## src/rtl/lcdscan_pkg.sv

```systemverilog
package lcdscan_pkg;

    localparam int N_COM = 4;
    localparam int PH_W  = 2;

    typedef enum logic [1:0] {
        DUTY_KEEP    = 2'd0,
        DUTY_HALF    = 2'd1,
        DUTY_THIRD   = 2'd2,
        DUTY_QUARTER = 2'd3
    } duty_e;

    typedef enum logic [PH_W-1:0] {
        PH_COM0 = 2'd0,
        PH_COM1 = 2'd1,
        PH_COM2 = 2'd2,
        PH_COM3 = 2'd3
    } phase_e;

endpackage

```

## src/rtl/lcdscan_ctrl.sv

```systemverilog
module lcdscan_ctrl
    import lcdscan_pkg::*;
#(
    parameter int N_GRP = 3
) (
    input  logic             clk,
    input  logic             rst_n,
    input  logic             cfg_we,
    input  logic [1:0]       cfg_duty,
    input  logic [N_GRP-1:0] cfg_release,
    output duty_e            duty_q,
    output logic [N_GRP-1:0] release_q
);

    always_ff @(posedge clk or negedge rst_n) begin
        if (!rst_n) begin
            duty_q    <= DUTY_QUARTER;
            release_q <= '0;
        end else if (cfg_we) begin
            if (duty_e'(cfg_duty) != DUTY_KEEP) begin
                duty_q <= duty_e'(cfg_duty);
            end
            release_q <= cfg_release;
        end
    end

endmodule

```

## src/rtl/lcdscan_seq.sv

```systemverilog
module lcdscan_seq
    import lcdscan_pkg::*;
(
    input  logic             clk,
    input  logic             rst_n,
    input  logic             scan_tick,
    input  logic             cfg_we,
    input  duty_e            duty_q,
    output logic [PH_W-1:0]  phase_idx,
    output logic [N_COM-1:0] com_active
);

    phase_e state_q;
    phase_e state_d;

    // state register
    always_ff @(posedge clk or negedge rst_n) begin
        if (!rst_n) begin
            state_q <= PH_COM0;
        end else begin
            state_q <= state_d;
        end
    end

    // next-state logic
    always_comb begin
        state_d = state_q;
        if (cfg_we) begin
            state_d = PH_COM0;
        end else if (scan_tick) begin
            unique case (state_q)
                PH_COM0: state_d = PH_COM1;
                PH_COM1: state_d = (duty_q == DUTY_HALF) ? PH_COM0 : PH_COM2;
                PH_COM2: state_d = (duty_q == DUTY_QUARTER) ? PH_COM3 : PH_COM0;
                PH_COM3: state_d = PH_COM0;
                default: state_d = PH_COM0;
            endcase
        end
    end

    // outputs
    always_comb begin
        com_active = '0;
        phase_idx  = state_q;
        unique case (state_q)
            PH_COM0: com_active[0] = 1'b1;
            PH_COM1: com_active[1] = 1'b1;
            PH_COM2: com_active[2] = 1'b1;
            PH_COM3: com_active[3] = 1'b1;
            default: com_active    = '0;
        endcase
    end

endmodule

```

## src/rtl/lcdscan_mem.sv

```systemverilog
module lcdscan_mem
    import lcdscan_pkg::*;
#(
    parameter int              N_SEG     = 42,
    parameter int              ADDR_W    = 8,
    parameter logic [ADDR_W-1:0] BASE_ADDR = 8'h64
) (
    input  logic                     clk,
    input  logic                     rst_n,
    input  logic [ADDR_W-1:0]        cpu_addr,
    input  logic                     cpu_we,
    input  logic [2*N_COM-1:0]       cpu_wdata,
    output logic [2*N_COM-1:0]       cpu_rdata,
    output logic [N_SEG*N_COM-1:0]   seg_bits
);

    localparam int DATA_W  = 2 * N_COM;
    localparam int N_BYTES = N_SEG / 2;

    logic [DATA_W-1:0]  mem_q [N_BYTES];
    logic [N_BYTES-1:0] hit;

    for (genvar k = 0; k < N_BYTES; k++) begin : g_byte
        assign hit[k] = (cpu_addr == (BASE_ADDR + ADDR_W'(k)));

        always_ff @(posedge clk or negedge rst_n) begin
            if (!rst_n) begin
                mem_q[k] <= '0;
            end else if (cpu_we && hit[k]) begin
                mem_q[k] <= cpu_wdata;
            end
        end

        // low nibble: even segment, high nibble: odd segment
        assign seg_bits[k*DATA_W +: DATA_W] = mem_q[k];
    end

    always_comb begin
        cpu_rdata = '0;
        for (int k = 0; k < N_BYTES; k++) begin
            if (hit[k]) begin
                cpu_rdata = mem_q[k];
            end
        end
    end

endmodule

```

## src/rtl/lcdscan_segmux.sv

```systemverilog
module lcdscan_segmux
    import lcdscan_pkg::*;
#(
    parameter int N_SEG   = 42,
    parameter int N_GRP   = 3,
    parameter int GRP0_LO = 20,
    parameter int GRP1_LO = 28,
    parameter int GRP2_LO = 36
) (
    input  logic [N_SEG*N_COM-1:0] seg_bits,
    input  logic [PH_W-1:0]        phase_idx,
    input  logic [N_GRP-1:0]       release_q,
    output logic [N_SEG-1:0]       seg_on
);

    for (genvar s = 0; s < N_SEG; s++) begin : g_seg
        localparam int GRP = (s >= GRP2_LO) ? 2 :
                             (s >= GRP1_LO) ? 1 :
                             (s >= GRP0_LO) ? 0 : -1;
        logic [N_COM-1:0] nib;
        assign nib = seg_bits[s*N_COM +: N_COM];

        if (GRP < 0) begin : g_fixed
            assign seg_on[s] = nib[phase_idx];
        end else begin : g_shared
            assign seg_on[s] = nib[phase_idx] & ~release_q[GRP];
        end
    end

endmodule

```

## src/rtl/lcd_seg_scanner.sv

```systemverilog
module lcd_seg_scanner
    import lcdscan_pkg::*;
#(
    parameter int                N_SEG     = 42,
    parameter int                ADDR_W    = 8,
    parameter logic [ADDR_W-1:0] BASE_ADDR = 8'h64,
    parameter int                GRP0_LO   = 20,
    parameter int                GRP1_LO   = 28,
    parameter int                GRP2_LO   = 36
) (
    input  logic              clk,
    input  logic              rst_n,
    input  logic [ADDR_W-1:0] cpu_addr,
    input  logic              cpu_we,
    input  logic [7:0]        cpu_wdata,
    output logic [7:0]        cpu_rdata,
    input  logic              cfg_we,
    input  logic [1:0]        cfg_duty,
    input  logic [2:0]        cfg_release,
    input  logic              scan_tick,
    output logic [3:0]        com_active,
    output logic [N_SEG-1:0]  seg_on
);

    localparam int N_GRP = 3;

    duty_e                 duty_q;
    logic [N_GRP-1:0]      release_q;
    logic [PH_W-1:0]       phase_idx;
    logic [N_SEG*N_COM-1:0] seg_bits;

    lcdscan_ctrl #(.N_GRP(N_GRP)) u_ctrl (
        .clk         (clk),
        .rst_n       (rst_n),
        .cfg_we      (cfg_we),
        .cfg_duty    (cfg_duty),
        .cfg_release (cfg_release),
        .duty_q      (duty_q),
        .release_q   (release_q)
    );

    lcdscan_seq u_seq (
        .clk        (clk),
        .rst_n      (rst_n),
        .scan_tick  (scan_tick),
        .cfg_we     (cfg_we),
        .duty_q     (duty_q),
        .phase_idx  (phase_idx),
        .com_active (com_active)
    );

    lcdscan_mem #(
        .N_SEG     (N_SEG),
        .ADDR_W    (ADDR_W),
        .BASE_ADDR (BASE_ADDR)
    ) u_mem (
        .clk       (clk),
        .rst_n     (rst_n),
        .cpu_addr  (cpu_addr),
        .cpu_we    (cpu_we),
        .cpu_wdata (cpu_wdata),
        .cpu_rdata (cpu_rdata),
        .seg_bits  (seg_bits)
    );

    lcdscan_segmux #(
        .N_SEG   (N_SEG),
        .N_GRP   (N_GRP),
        .GRP0_LO (GRP0_LO),
        .GRP1_LO (GRP1_LO),
        .GRP2_LO (GRP2_LO)
    ) u_mux (
        .seg_bits  (seg_bits),
        .phase_idx (phase_idx),
        .release_q (release_q),
        .seg_on    (seg_on)
    );

endmodule

```

## config.mk

```make
export PLATFORM = sky130hd
export DESIGN_NAME = lcd_seg_scanner
export DESIGN_NICKNAME = d
export VERILOG_FILES = /design/src/rtl/lcdscan_pkg.sv /design/src/rtl/lcdscan_ctrl.sv /design/src/rtl/lcdscan_seq.sv /design/src/rtl/lcdscan_mem.sv /design/src/rtl/lcdscan_segmux.sv /design/src/rtl/lcd_seg_scanner.sv
export SDC_FILE = /design/constraint.sdc
export NUM_CORES = 1
export LEC_CHECK = 0
export BUFFER_PORTS_ARGS = -buffer_cell sky130_fd_sc_hd__buf_2
export CORE_ASPECT_RATIO = 0.7
export CORE_MARGIN = 2
export CORE_UTILIZATION = 50
export CTS_CLUSTER_SIZE = 20
export DETAILED_ROUTE_END_ITERATION = 7
export GPL_TIMING_DRIVEN = 0
export PLACE_DENSITY = 0.69
export SLEW_MARGIN = 40
export SYNTH_ARGS = -nofsm -noshare
export SYNTH_HDL_FRONTEND = slang
export SYNTH_SLANG_ARGS = --single-unit
```

## constraint.sdc

```tcl
create_clock -name clk -period 2.4 [get_ports clk]
set_input_delay 0 -clock clk [delete_from_list [all_inputs] [get_ports clk]]
set_output_delay 0 -clock clk [all_outputs]
set_load 0.1 [all_outputs]
```

# Word level (Yosys, flattened, before mapping)
# Index checks and enable logic that the tools add are counted.
# Widths: inputs -> output; s select.
[op_classes]
order_cmp = 1
eq_ne = 26
mux = 114
bitwise_logic = 25
n_reduce_logical = 25
[ops]
columns = ["operator", "count"]
rows = [
  ["$eq 8x7->1 const B", 21],
  ["$mux 8", 21],
  ["$bmux 1 s2", 42],
  ["$mux 1", 46],
  ["$and 1x1->1", 22],
  ["$logic_and 1x1->1", 21],
  ["$mux 2", 4],
  ["$pmux 2 s4", 1],
  ["$eq 2x2->1 const B", 3],
  ["$eq 2x1->1 const B", 2],
  ["$reduce_bool 2->1", 2],
  ["$lt 2x3->1 const B", 1],
  ["$not 1->1", 3],
  ["$logic_not 2->1", 1],
  ["$reduce_and 2->1", 1],
]
[totals]
ff_bits = 175
in_bits = 26
out_inout_bits = 54
word_cells = 215

# Longest topological paths before layout
[logic_depth]
depth_word = 22
mapped_depth = 9

# Cells and area by module
# A second synthesis with hierarchy kept.
[hier_totals]
hier_cells = 853
area_unflattened_um2 = 10132.2
[by_module_without_submodules]
columns = ["mod", "n_inst", "cells_each", "area_per_inst_um2", "seq_area_each_um2"]
rows = [
  ["lcdscan_mem", 1, 718, 8600.7, 4204.0],
  ["lcdscan_segmux", 1, 107, 1191.1, 0.0],
  ["lcdscan_ctrl", 1, 13, 211.5, 127.6],
  ["lcdscan_seq", 1, 15, 128.9, 50.0],
]

# Worst setup path before layout
# OpenSTA, ideal clock, no wires.
[synth_path]
kind = "input-to-output"
start = "input port cpu_addr[1]"
end = "output port cpu_rdata[5]"
arrival_ns = 2.600
path_slack_ns = -0.200
path_stages = 7
path_buffers = 4
cell_sequence = "buf_2 buf_2 buf_4 clkbuf_1 nand3_1 and3_1 a22oi_1"
[synth_between]
elab_chain_cells = 22
[synth_lines]
columns = ["element", "line", "text"]
rows = [
  ["start: declaration", "lcd_seg_scanner.sv:13", "input logic [ADDR_W-1:0] cpu_addr,"],
  ["$eq 8x7->1", "lcdscan_mem.sv:24", "assign hit[k] = (cpu_addr == (BASE_ADDR + ADDR_W'(k)));"],
  ["$mux 8 (20 in a row)", "lcdscan_mem.sv:41", "if (hit[k]) begin"],
  ["$mux 8 (*)", "lcdscan_mem.sv:41", ""],
  ["end: declaration", "lcd_seg_scanner.sv:16", "output logic [7:0] cpu_rdata,"],
]
# Mark *: on every way between the ends. The rest lies on a longest branch, timed or not.

# Final worst setup path
[layout_path]
start = "register u_mem.mem_q, in the netlist u_mem.seg_bits[12]"
end = "output port cpu_rdata[4]"
[layout_between]
elab_chain_cells = 20
[layout_lines]
columns = ["element", "line", "text"]
rows = [
  ["start: declaration", "lcdscan_mem.sv:20", "logic [DATA_W-1:0] mem_q [N_BYTES];"],
  ["start signal: indexed assignment", "lcdscan_mem.sv:30", "mem_q[k] <= cpu_wdata;"],
  ["$mux 8 (20 in a row)", "lcdscan_mem.sv:41", ""],
]
# Every way passes these cells.

==> metrics.md <==
| Metric | Value |
|---|---|
| Clk slew on worst S/H paths | `0.07 ns` |
| Cells after Synth | `776` |
| Initial antenna violation count | `0` |
| Setup TNS | `0 ns` |
| Maxcap violations | `0` |
| Layout cells sized above 1 | `0.463` |
| Final hold violation count | `0` |
| Max Fclk | `419 MHz` |
| Residual DRC count | `0` |
| Reg2Reg Setup Slack | `0.92 ns` |
| Placer Congestion | `0.981` |
| Syn. warnings | `0` |
| Final clock skew | `0.00297 ns` |
| Async set or reset register ratio after synthesis | `1.00` |
| Chip width | `171 um` |
| TritonCTS clock tree | `built` |
| CP endpoint | `cpu_rdata[4]` |
| Primary FF master, synth | `dfrtp_1` |
| RR Endpoint | `u_seq.phase_idx[0]$_DFFE_PN0P_` |
| Vias | `7492` |
| Final setup fails | `0` |
| Die ar. | `20700 um^2` |
| Pre-Repair DR Iteration Count | `5` |
| Worst Path Max Fanout | `3` |
| DR WL/cell | `26.5 um` |
| DR vias/cell | `6.42` |
| Clock buffer depth | `2` |
| Avg Inst Size Synth | `12.6 um^2` |
| Biggest area consumer among synthesized cells | `dfrtp_1` |
| Mapped Nets | `802` |
| Max-slew violation count | `0` |
| Remaining Overflow, GRT | `0` |
| Synth unique cells | `56` |
| Fin nets | `916` |
| Number of DRC markers after the initial detailed-route iteration | `860` |
| Antenna Violating Nets Remaining | `0` |
| Largest net degree at the start of global routing | `73` |
| Slew @ Worst Pin | `0.831 ns` |
| Period utilisation layout | `0.995` |
| Status | `finished, final reports clean` |
| Crit path time final | `2.39 ns` |
| Start of the worst register-to-register path | `u_seq.phase_idx[1]$_DFFE_PN0P_` |
| CP Class | `reg2out` |
| Crit path launch | `u_mem.seg_bits[12]$_DFFE_PN0P_` |
| Layout area overhead | `16.8%` |
| Register area share after synthesis | `0.449` |
| Io pins | `80` |
| Max-slew headroom | `0.446` |
| Worst path required time | `2.40 ns` |
| CP top delay family | `compound AO/OA/AOI/OAI gates` |
| Slack of the critical path | `0.0131 ns` |
| VDD IR max | `592 uV` |
| Power per cell area | `636 nW/um^2` |
| DP Worst Slack | `0.0149 ns` |
| Max stage delay cell, worst path | `o21ai_0` |
| Number of global-route vias before repair | `7393` |
| Hold Crit Class | `in2async` |
| Largest cells by area after synthesis | `dfrtp_1 (44%), mux2_2 (20%), mux4_2 (11%), nor2b_1 (2.1%), o221ai_1 (1.8%)` |
| Cells along the critical path | `mux2i_1 > nor2_1 > a21oi_1 > o21ai_0 > a21oi_1 > o21ai_1 > clkbuf_4` |
| EDFF count, synth | `0` |
| Levels on crit path | `7` |
| CP arrival | `2.39 ns` |
| Lkg Pwr | `5.21 nW` |
| Root buffer cell | `clkbuf_16` |
| IO buf count | `76` |
| Crit path top cell by count | `a21oi_1` |
| Initial Util | `0.513` |
| Count of state elements after synthesis | `175` |
| Largest stage delay, worst path | `0.42 ns` |
| Routed WL | `30900 um` |
| Core area | `19000 um^2` |
| Finished Core Util | `0.599` |
| Clock Sinks | `175` |
| Syn Std Cell Area | `9760 um^2` |
| R2R depth | `5` |
| Antenna Cells | `0` |
| Die H | `121 um` |
| Total CTS buffers | `17` |
| Crit path launch type | `flop` |
| Total GRT Usage | `0.314` |
| Crit end category | `output port` |
| Worst path bufs/invs | `1` |
| Clock latency on the worst-skew pair | `0.44 ns` |
| Share of the synthesized area in the top cell type | `0.444` |
| Post-DP HPWL | `22200 um` |
| First-pass GRT wire length | `46500 um` |
| # rows | `42` |
| Htree depth | `4` |
==> where the power goes <==
group	switching (mW)	total (mW)	internal, mW
registers	0.144	3.24	3.10
clock network	1.28	2.86	1.58
logic	0.762	1.14	0.383
==> flip-flops by register name, indices dropped and copies added (netlist names) <==
| signal | flops |
|---|---|
| u_ctrl.duty_q | 2 |
| u_ctrl.release_q | 3 |
| u_mem.seg_bits | 168 |
| u_seq.phase_idx | 2 |
==> Yosys cell counts (2+ instances only) <==
library cell and number:
a21oi_1 33, a221oi_1 3, a22oi_1 10, a2bb2oi_1 4, a31oi_1 5, a32oi_1 2, and2_1 5, and4b_1 2
buf_2 20, buf_4 8, buf_6 2, clkbuf_1 27, dfrtp_1 173, dfstp_2 2, inv_1 3, mux2_2 176
mux2_4 3, mux2i_1 16, mux4_2 46, nand2_1 46, nand2_2 3, nand2b_1 6, nand3_1 12, nand3_2 4
nor2_1 20, nor2_2 13, nor2_4 5, nor2b_1 32, nor3_1 7, o21a_1 2, o21ai_0 19, o21ai_1 6
o221ai_1 20, o22ai_1 6, o2bb2ai_1 9, o31a_1 5, o32ai_1 2
==> what timing repair did <==
item	CTS	global route
resized for setup	12	14
hold buffers	16	0
endpoints found under the setup margin	26	11
hold endpoints to repair	188	0
pin swaps	0	3
setup buffers	0	1
cloned	0	0
==> cell type report <==
class                           count  area, um^2
Multi-Input combinational cell    541        5140
Fill cell                        1605        7620
Clock inverter                     14         158
Clock buffer                       18         439
Tap cell                          264         330
Sequential cell                   175        4380
Buffer                             57         304
Timing Repair Buffer               95         641
Inverter                            3        11.3
==> placed cells by master, fill, tap and decap left out, drive strengths merged, types with 3 or more instances in the layout <==
cell type,n
o21ai,25
mux4,46
o22ai,6
a31oi,5
buf,107
a22oi,10
mux2,179
dlygate4sd3,16
o2bb2ai,9
inv,8
o221ai,20
and2,5
nand2,50
nor2,38
clkinv,5
mux2i,16
a221oi,3
nor2b,32
nand2b,7
o31a,5
a21oi,33
a2bb2oi,4
dfrtp,173
nor3,9
nand3,16
clkbuf,47
==> how the worst min path moves through the flow <==
stage	slack, ns	endpoint
floorplan	-0.30	u_ctrl.release_q[0]$_DFFE_PN0P_
global placement	0.22	u_ctrl.duty_q[0]$_DFFE_PN1P_
detailed placement	-0.09	u_mem.seg_bits[72]$_DFFE_PN0P_
CTS	0.04	u_mem.seg_bits[72]$_DFFE_PN0P_
global route	0.07	u_mem.seg_bits[72]$_DFFE_PN0P_
finish	0.03	u_mem.seg_bits[72]$_DFFE_PN0P_
==> per-stage QoR <==
step	std cells	hold slack (ns)	cell area, um^2	total power, mW
after detailed placement	1118	-0.0851	10600	4.39
after floorplan	776	-0.296	9780	4.03
after CTS	1166	0.0420	11300	7.25
after global routing	1167	0.0726	11400	7.48
final	1167	0.0296	11400	7.25
after global placement	1116	0.222	10500	4.36
==> routing by layer <==
layer | GRT usage | share of wire
met5 | 0 | 0
met4 | 0.0757 | 0.015
met3 | 0.119 | 0.11
met2 | 0.440 | 0.43
met1 | 0.462 | 0.45
==> cells by family after synthesis <==
kind of cell | Yosys count | synth area share
and+or+nand+nor | 168 | 0.0986
muxes | 241 | 0.330
AOI/OAI and AO/OA | 132 | 0.0918
buffers and inverters | 60 | 0.0303
DFF | 175 | 0.449
(Power assumes the default switching activity.)
